**src/rtl/swallow_divider_pkg.sv**
```systemverilog
package swallow_divider_pkg;
  localparam int DEF_MAIN_W    = 9;
  localparam int DEF_SWAL_W    = 4;
  localparam int DEF_SWAL_BASE = 12;
endpackage

```
**src/rtl/swallow_hold_reg.sv**
```systemverilog
module swallow_hold_reg #(
  parameter int MAIN_W = swallow_divider_pkg::DEF_MAIN_W,
  parameter int SWAL_W = swallow_divider_pkg::DEF_SWAL_W,
  localparam int WORD_W = MAIN_W + SWAL_W
) (
  input  logic              clk,
  input  logic              rst,
  input  logic              load_en,
  input  logic [WORD_W-1:0] word_in,
  input  logic              restart,
  output logic [MAIN_W-1:0] next_start,
  output logic [SWAL_W-1:0] active_swal
);
  logic [WORD_W-1:0] hold_q;

  // Holding register: written by the load strobe at any time.
  always_ff @(posedge clk) begin
    if (rst)          hold_q <= '0;
    else if (load_en) hold_q <= word_in;
  end

  // The swallow value in use changes only at a cycle restart.
  always_ff @(posedge clk) begin
    if (rst)          active_swal <= '0;
    else if (restart) active_swal <= hold_q[SWAL_W-1:0];
  end

  assign next_start = hold_q[WORD_W-1:SWAL_W];
endmodule

```
**src/rtl/swallow_main_count.sv**
```systemverilog
module swallow_main_count #(
  parameter int MAIN_W = swallow_divider_pkg::DEF_MAIN_W
) (
  input  logic              clk,
  input  logic              rst,
  input  logic [MAIN_W-1:0] start_val,
  output logic              full_hit
);
  logic [MAIN_W-1:0] cnt_q;

  always_ff @(posedge clk) begin
    if (rst)           cnt_q <= '0;
    else if (full_hit) cnt_q <= start_val;
    else               cnt_q <= cnt_q + 1'b1;
  end

  // The top value is the last period before the full count wraps.
  assign full_hit = (cnt_q == {MAIN_W{1'b1}});
endmodule

```
**src/rtl/swallow_mod_ctrl.sv**
```systemverilog
module swallow_mod_ctrl #(
  parameter int SWAL_W    = swallow_divider_pkg::DEF_SWAL_W,
  parameter int SWAL_BASE = swallow_divider_pkg::DEF_SWAL_BASE,
  localparam int SC_W     = $clog2(SWAL_BASE + (1 << SWAL_W))
) (
  input  logic              clk,
  input  logic              rst,
  input  logic              restart,
  input  logic [SWAL_W-1:0] swal_val,
  output logic              mod_hi
);
  logic [SC_W-1:0] sc_q;
  logic [SC_W-1:0] sc_next;
  logic [SC_W-1:0] sc_end;

  assign sc_next = sc_q + SC_W'(1);
  assign sc_end  = SC_W'(SWAL_BASE) + SC_W'(swal_val);

  // A restart has priority over the swallow end.
  always_ff @(posedge clk) begin
    if (rst || restart) begin
      sc_q   <= '0;
      mod_hi <= 1'b1;
    end else if (mod_hi) begin
      sc_q <= sc_next;
      if (sc_next == sc_end) mod_hi <= 1'b0;
    end
  end
endmodule

```
**src/rtl/swallow_divider.sv**
```systemverilog
module swallow_divider #(
  parameter int MAIN_W    = swallow_divider_pkg::DEF_MAIN_W,
  parameter int SWAL_W    = swallow_divider_pkg::DEF_SWAL_W,
  parameter int SWAL_BASE = swallow_divider_pkg::DEF_SWAL_BASE,
  localparam int WORD_W   = MAIN_W + SWAL_W
) (
  input  logic              clk,
  input  logic              rst,
  input  logic              load_en,
  input  logic [WORD_W-1:0] chan_word,
  output logic              mod_sel,
  output logic              div_out
);
  logic              full_hit;
  logic [MAIN_W-1:0] next_start;
  logic [SWAL_W-1:0] active_swal;

  swallow_hold_reg #(.MAIN_W(MAIN_W), .SWAL_W(SWAL_W)) u_hold (
    .clk         (clk),
    .rst         (rst),
    .load_en     (load_en),
    .word_in     (chan_word),
    .restart     (full_hit),
    .next_start  (next_start),
    .active_swal (active_swal)
  );

  swallow_main_count #(.MAIN_W(MAIN_W)) u_main (
    .clk       (clk),
    .rst       (rst),
    .start_val (next_start),
    .full_hit  (full_hit)
  );

  swallow_mod_ctrl #(.SWAL_W(SWAL_W), .SWAL_BASE(SWAL_BASE)) u_mod (
    .clk      (clk),
    .rst      (rst),
    .restart  (full_hit),
    .swal_val (active_swal),
    .mod_hi   (mod_sel)
  );

  // The divided pulse is registered on the full-count event.
  always_ff @(posedge clk) begin
    if (rst) div_out <= 1'b0;
    else     div_out <= full_hit;
  end
endmodule

```
**config.mk**
```make
export PLATFORM = sky130hd
export DESIGN_NAME = swallow_divider
export DESIGN_NICKNAME = d
export VERILOG_FILES = /design/src/rtl/swallow_divider_pkg.sv /design/src/rtl/swallow_hold_reg.sv /design/src/rtl/swallow_main_count.sv /design/src/rtl/swallow_mod_ctrl.sv /design/src/rtl/swallow_divider.sv
export SDC_FILE = /design/constraint.sdc
export NUM_CORES = 1
export LEC_CHECK = 0
export ABC_AREA = 0
export BUFFER_PORTS_ARGS = -buffer_cell sky130_fd_sc_hd__clkbuf_2
export CAP_MARGIN = 40
export CORE_MARGIN = 3
export CORE_UTILIZATION = 30
export CTS_CLUSTER_DIAMETER = 200
export DETAILED_ROUTE_END_ITERATION = 10
export HOLD_SLACK_MARGIN = 0.12
export SETUP_SLACK_MARGIN = 0.05
export SYNTH_ARGS = -nofsm -noshare
export SYNTH_HDL_FRONTEND = slang
export SYNTH_SLANG_ARGS = --single-unit
```
**constraint.sdc**
```tcl
create_clock -name clk -period 2.2 [get_ports clk]
set_input_delay 0.22 -clock clk [delete_from_list [all_inputs] [get_ports clk]]
set_output_delay 0.22 -clock clk [all_outputs]
set_load 0.01 [all_outputs]
```
## Word-level counts from Yosys, hierarchy flattened

Index checks and enable logic that the tools add are counted.

| storage, ports and cells | value |
|---|---|
| register bits after elaboration | 33 |
| bits of input ports | 16 |

| cells by class | value |
|---|---|
| $add $sub $neg | 3 |
| equal/unequal tests | 2 |
| multiplexer cells | 3 |
| reduce and logical (&&, ||, !) cells | 1 |

Operator list:

| kind | count |
|---|---|
| $add 9x1->9 const B | 1 |
| $eq 9x9->1 const B | 1 |
| $mux 9 | 1 |
| $add 4x4->5 const A | 1 |
| $add 5x1->5 const B | 1 |
| $eq 5x5->1 | 1 |
| $mux 1 | 2 |
| $logic_or 1x1->1 | 1 |

## Logic depth before layout (Yosys ltp)

| logic depth | value |
|---|---|
| word-level depth | 4 |
| gate-level depth with buffers | 9 |
| gate-level depth less buffers | 7 |

## Hierarchy

A second synthesis with hierarchy kept.

| second synthesis, totals | value |
|---|---|
| cell total of the unflattened synthesis | 160 |
| area total of the unflattened synthesis | 1511.4 sq um |

By module, submodules not included:

| module | instances | cells each | area an instance (sq um) | sequential area each (sq um) |
|---|---|---|---|---|
| swallow_hold_reg | 1 | 65 | 688.2 | 340.3 |
| swallow_main_count | 1 | 52 | 436.7 | 180.2 |
| swallow_mod_ctrl | 1 | 41 | 352.8 | 120.1 |
| swallow_divider | 1 | 2 | 33.8 | 20.0 |

## Worst setup path after synthesis

OpenSTA, ideal clock, no wires.

| timing path | value |
|---|---|
| path type | flip-flop to flip-flop |
| start point | register u_main.cnt_q[0] |
| end point | register u_mod.mod_hi |
| library setup time | 0.125 ns |
| data arrival time | 1.546 ns |
| data required time | 2.075 ns |
| path slack | 0.529 ns |
| cell stages (with the launch flop) | 9 |
| period minus slack after synthesis | 1.671 ns |
| cell sequence | dfxtp_1 > ha_1 > nand3_1 > nor2_1 > ha_1 > or2_1 > clkbuf_2 > nor4_2 > a31oi_1 |

| between the ends | value |
|---|---|
| longest elaborated chain between the ends | 2 |

RTL lines:

| item | RTL line | text |
|---|---|---|
| from (decl) | swallow_main_count.sv:9 | `logic [MAIN_W-1:0] cnt_q;` |
| from (signal assigned) | swallow_main_count.sv:13 | `else if (full_hit) cnt_q <= start_val;` |
| from (signal assigned) | swallow_main_count.sv:14 | `else cnt_q <= cnt_q + 1'b1;` |
| $eq 9x9->1 | swallow_main_count.sv:18 | `assign full_hit = (cnt_q == {MAIN_W{1'b1}});` |
| named net full_hit | swallow_divider.sv:14 | `logic full_hit;` |
| $logic_or 1x1->1 | swallow_mod_ctrl.sv:21 | `if (rst \|\| restart) begin` |
| to (signal assigned) | swallow_mod_ctrl.sv:23 | `mod_hi <= 1'b1;` |
| to (signal assigned) | swallow_mod_ctrl.sv:26 | `if (sc_next == sc_end) mod_hi <= 1'b0;` |
| to (decl) | swallow_mod_ctrl.sv:10 | `output logic mod_hi` |

The timed path passes the listed nets, and every way through them passes these cells.
A chain may end at the register's enable or synchronous reset.

## Final worst setup path

Ends and elaborated chain as after synthesis.

==> results by group <==
Setup path
  – CP Class: reg2reg
  – Worst Setup End Kind: register
  – Max incr delay on CP: around 0.36 ns
  – Critical path's slowest cell: or2_1
  – CP Max Fanout: 7
  – Worst path bufs/invs: 0
  – Worst EP arrival: roughly 2 ns
  – Crit-path most repeated cell: ha_1
  – CP Cell Sequence: ha_1 -> nand3_1 -> nor2_1 -> ha_1 -> or2_1 -> nor4_2 -> a31oi_1
  – CP top delay family: simple AND/OR/NAND/NOR gates
  – CP Data Required Time: around 2.4 ns
  – Crit start category: register

Placement
  – Routability-driven placement congestion ratio: 0.726
  – IO buf count: 17
  – Dpl cells: 210
  – DP Wirelength: approximately 1700 um
  – Post-Place Cell Area: between 1500 and 2000 um2

Clocking
  – TritonCTS clock tree: done
  – Clk_lat worst skew: around 0.28 ns
  – CTS max path bufs: 2
  – Hold buffers post-CTS: 0
  – Post-CTS Setup Bufs: 0
  – CTS resizes: 0
  – Worst-path clk slew: 0.07 ns
  – Root buf cell: clkbuf_8
  – CTS Buf Count: 5
  – H-tree level count: 2
  – Clk sinks: 33

STA
  – RSZ-0062 raised after global routing: false
  – WHS: between 0.15 and 0.2 ns
  – Final max-slew violation count: 0
  – Final setup fails: 0
  – F_max: 0.538 GHz
  – Slew of the pin with the lowest slew margin: ~0.46 ns
  – Period utilization: 0.845
  – Final min period: 1.86 ns
  – Final-report hold violation count: 0
  – Headroom to the max-slew limit: 0.692
  – Setup TNS: 0 ns
  – Worst Clk Skew: 0.00653 ns

Logic synthesis
  – Synth warnings: 0
  – Predominant post-synthesis flop cell: dfxtp_1
  – Syn_area_per_cell: between 9 and 10 um2
  – Mapped Area: between 1000 and 1500 um2
  – Register area share after synthesis: 0.464
  – #FFs+latches synth: 33
  – Synth cell types: 26
  – Post-Synthesis Cells: roughly 150
  – Post-synth EDFFs: 0
  – Area contributors post-synth: dfxtp_1 46%, mux2i_1 14%, nor2_1 8.7%
  – Ys async rst share: 0
  – Synth top area share: 0.464
  – Mapped Nets: 169
  – Cell taking the most area after synthesis: dfxtp_1
  – Most instantiated cells after synthesis: 33 x dfxtp_1, 33 x nor2_1, 20 x mux2i_1, 8 x xor2_1, 6 x nand2_1

Die
  – Die Height: 74.9 um
  – Total die area: 5610 um2
  – Row count: 24
  – I/O pin total: 18
  – CORE AREA: around 4500 um2
  – Effective utilization at floorplan: 0.319
  – Chip Width: around 75 um

Pwr
  – Leak pwr: 0.686 nW
  – Pwr/cell area: around 800 nW/um2
  – Worst vdd ir: around 0.00035 V

Layout
  – Final core occ: 0.370
  – Final Cell Area: around 1700 um2
  – NumNets Final: 185
  – Final non-filler cell total: 218
  – ANT cells: 0
  – P&R area growth vs syn: 16.1%
  – Layout cells sized above 1: 0.175
  – Fillers: 450

Route
  – Vias per cell: 4.75
  – DRC viols: 0
  – Iter 0 DRT Violations: 35
  – Routed len/inst: around 12 um
  – DRT antenna net count: 0
  – Detailed-route via count: slightly above 1000
  – Final WL: approximately 2500 um
  – Iteration count of the initial detailed-routing pass: 4

Hold path
  – Worst min path class: in2reg

Job
  – Max Cap Viol: 0

GRT
  – Vias in the first global route: ~900
  – Largest net degree at the start of global routing: 28
  – Initial antenna violation count: 0
  – First-pass GRT wire length: approximately 4200 um
  – GRT Resource Usage Total: 0.104
  – Grt total ovfl: 0

Outcome
  – Status: finished clean
## final timing paths
| kind | slack (ns) | cells past startpoint | endpoint | start |
|---|---|---|---|---|
| min reg2reg | 0.46 | 2 | u_main.cnt_q[2] | u_hold.hold_q[6] |
| max reg2reg | 0.34 | 7 | u_mod.mod_hi | u_main.cnt_q[0] |
| min | 0.17 | 3 | u_hold.hold_q[9] | chan_word[9] |
| max | 0.34 | 7 | u_mod.mod_hi | u_main.cnt_q[0] |
## metal layers
layer | share of wire | global-route usage | vias to the layer above
li1 | - | - | 538
met1 | 0.50 | 0.135 | 474
met2 | 0.41 | 0.140 | 18
met3 | 0.060 | 0.0494 | 6
met4 | 0.028 | 0.0593 | 0
met5 | 0 | 0 | -
## state kept, by name, summed over array words and instances (netlist names)
name / count
u_hold.active_swal: 4
u_mod.mod_hi: 1
u_hold.hold_q: 13
u_main.cnt_q: 9
div_out: 1
u_mod.sc_q: 5
## cell usage in the layout, fill, tap and decap left out
master	count
nand3_1	5
a311oi_1	3
nor4_2	1
clkbuf_2	17
clkbuf_1	1
o21ai_0	3
or3_1	3
inv_1	3
a21oi_1	2
ha_1	4
bufinv_16	1
nand4_1	3
or2_1	1
nor2_1	33
or2_2	1
clkbuf_8	6
xnor2_1	4
dfxtp_1	33
xor2_1	8
buf_4	2
a31oi_1	2
nand2_1	6
o21bai_1	1
a211oi_1	1
xnor3_1	1
mux2i_1	20
nand3_2	1
## where the power goes
group          internal, mW  leakage [nW]  switching, mW  total, mW
Clock                 0.369        0.0585          0.214      0.583
Sequential            0.621         0.270         0.0189      0.640
Combinational        0.0436         0.358         0.0425     0.0861
## stage by stage
step,worst slack (ns),total power [mW]
finish,0.341,1.31
global route,0.218,1.37
CTS,0.347,1.33
detailed placement,0.356,0.741
global placement,0.391,0.741
floorplan,0.529,0.716
## worst reg2reg max path, stage by stage, from the launching register on
cell	delay [ns]
dfxtp_1	0.33
ha_1	0.25
nand3_1	0.10
nor2_1	0.04
ha_1	0.27
or2_1	0.36
nor4_2	0.29
a31oi_1	0.11
## layout make-up
type                    instances  area [um2]  share of cell area
clock buffers                   7        86.3              0.0522
clock inverters                 1        30.0              0.0182
inverters                       3        11.3             0.00681
multi-input cells             103         701               0.424
flip-flops and latches         33         661               0.399
well taps                      52        65.1              0.0393
repair buffers                 19         100              0.0605
## logic make-up (layout without fill, tap and decap cells)
| logic type | count (synthesis) | in the layout | share of synthesized area |
|---|---|---|---|
| and+or+nand+nor | 54 | 54 | 0.171 |
| DFF | 33 | 33 | 0.464 |
| muxes | 20 | 20 | 0.140 |
| xor gates and xnor gates | 13 | 13 | 0.0896 |
| buffers and inverters | 13 | 30 | 0.0448 |
| AOI/OAI and AO/OA | 12 | 12 | 0.0553 |
| adders and majority gates | 4 | 4 | 0.0351 |
No activity file was read; power rests on OpenSTA's default activity.
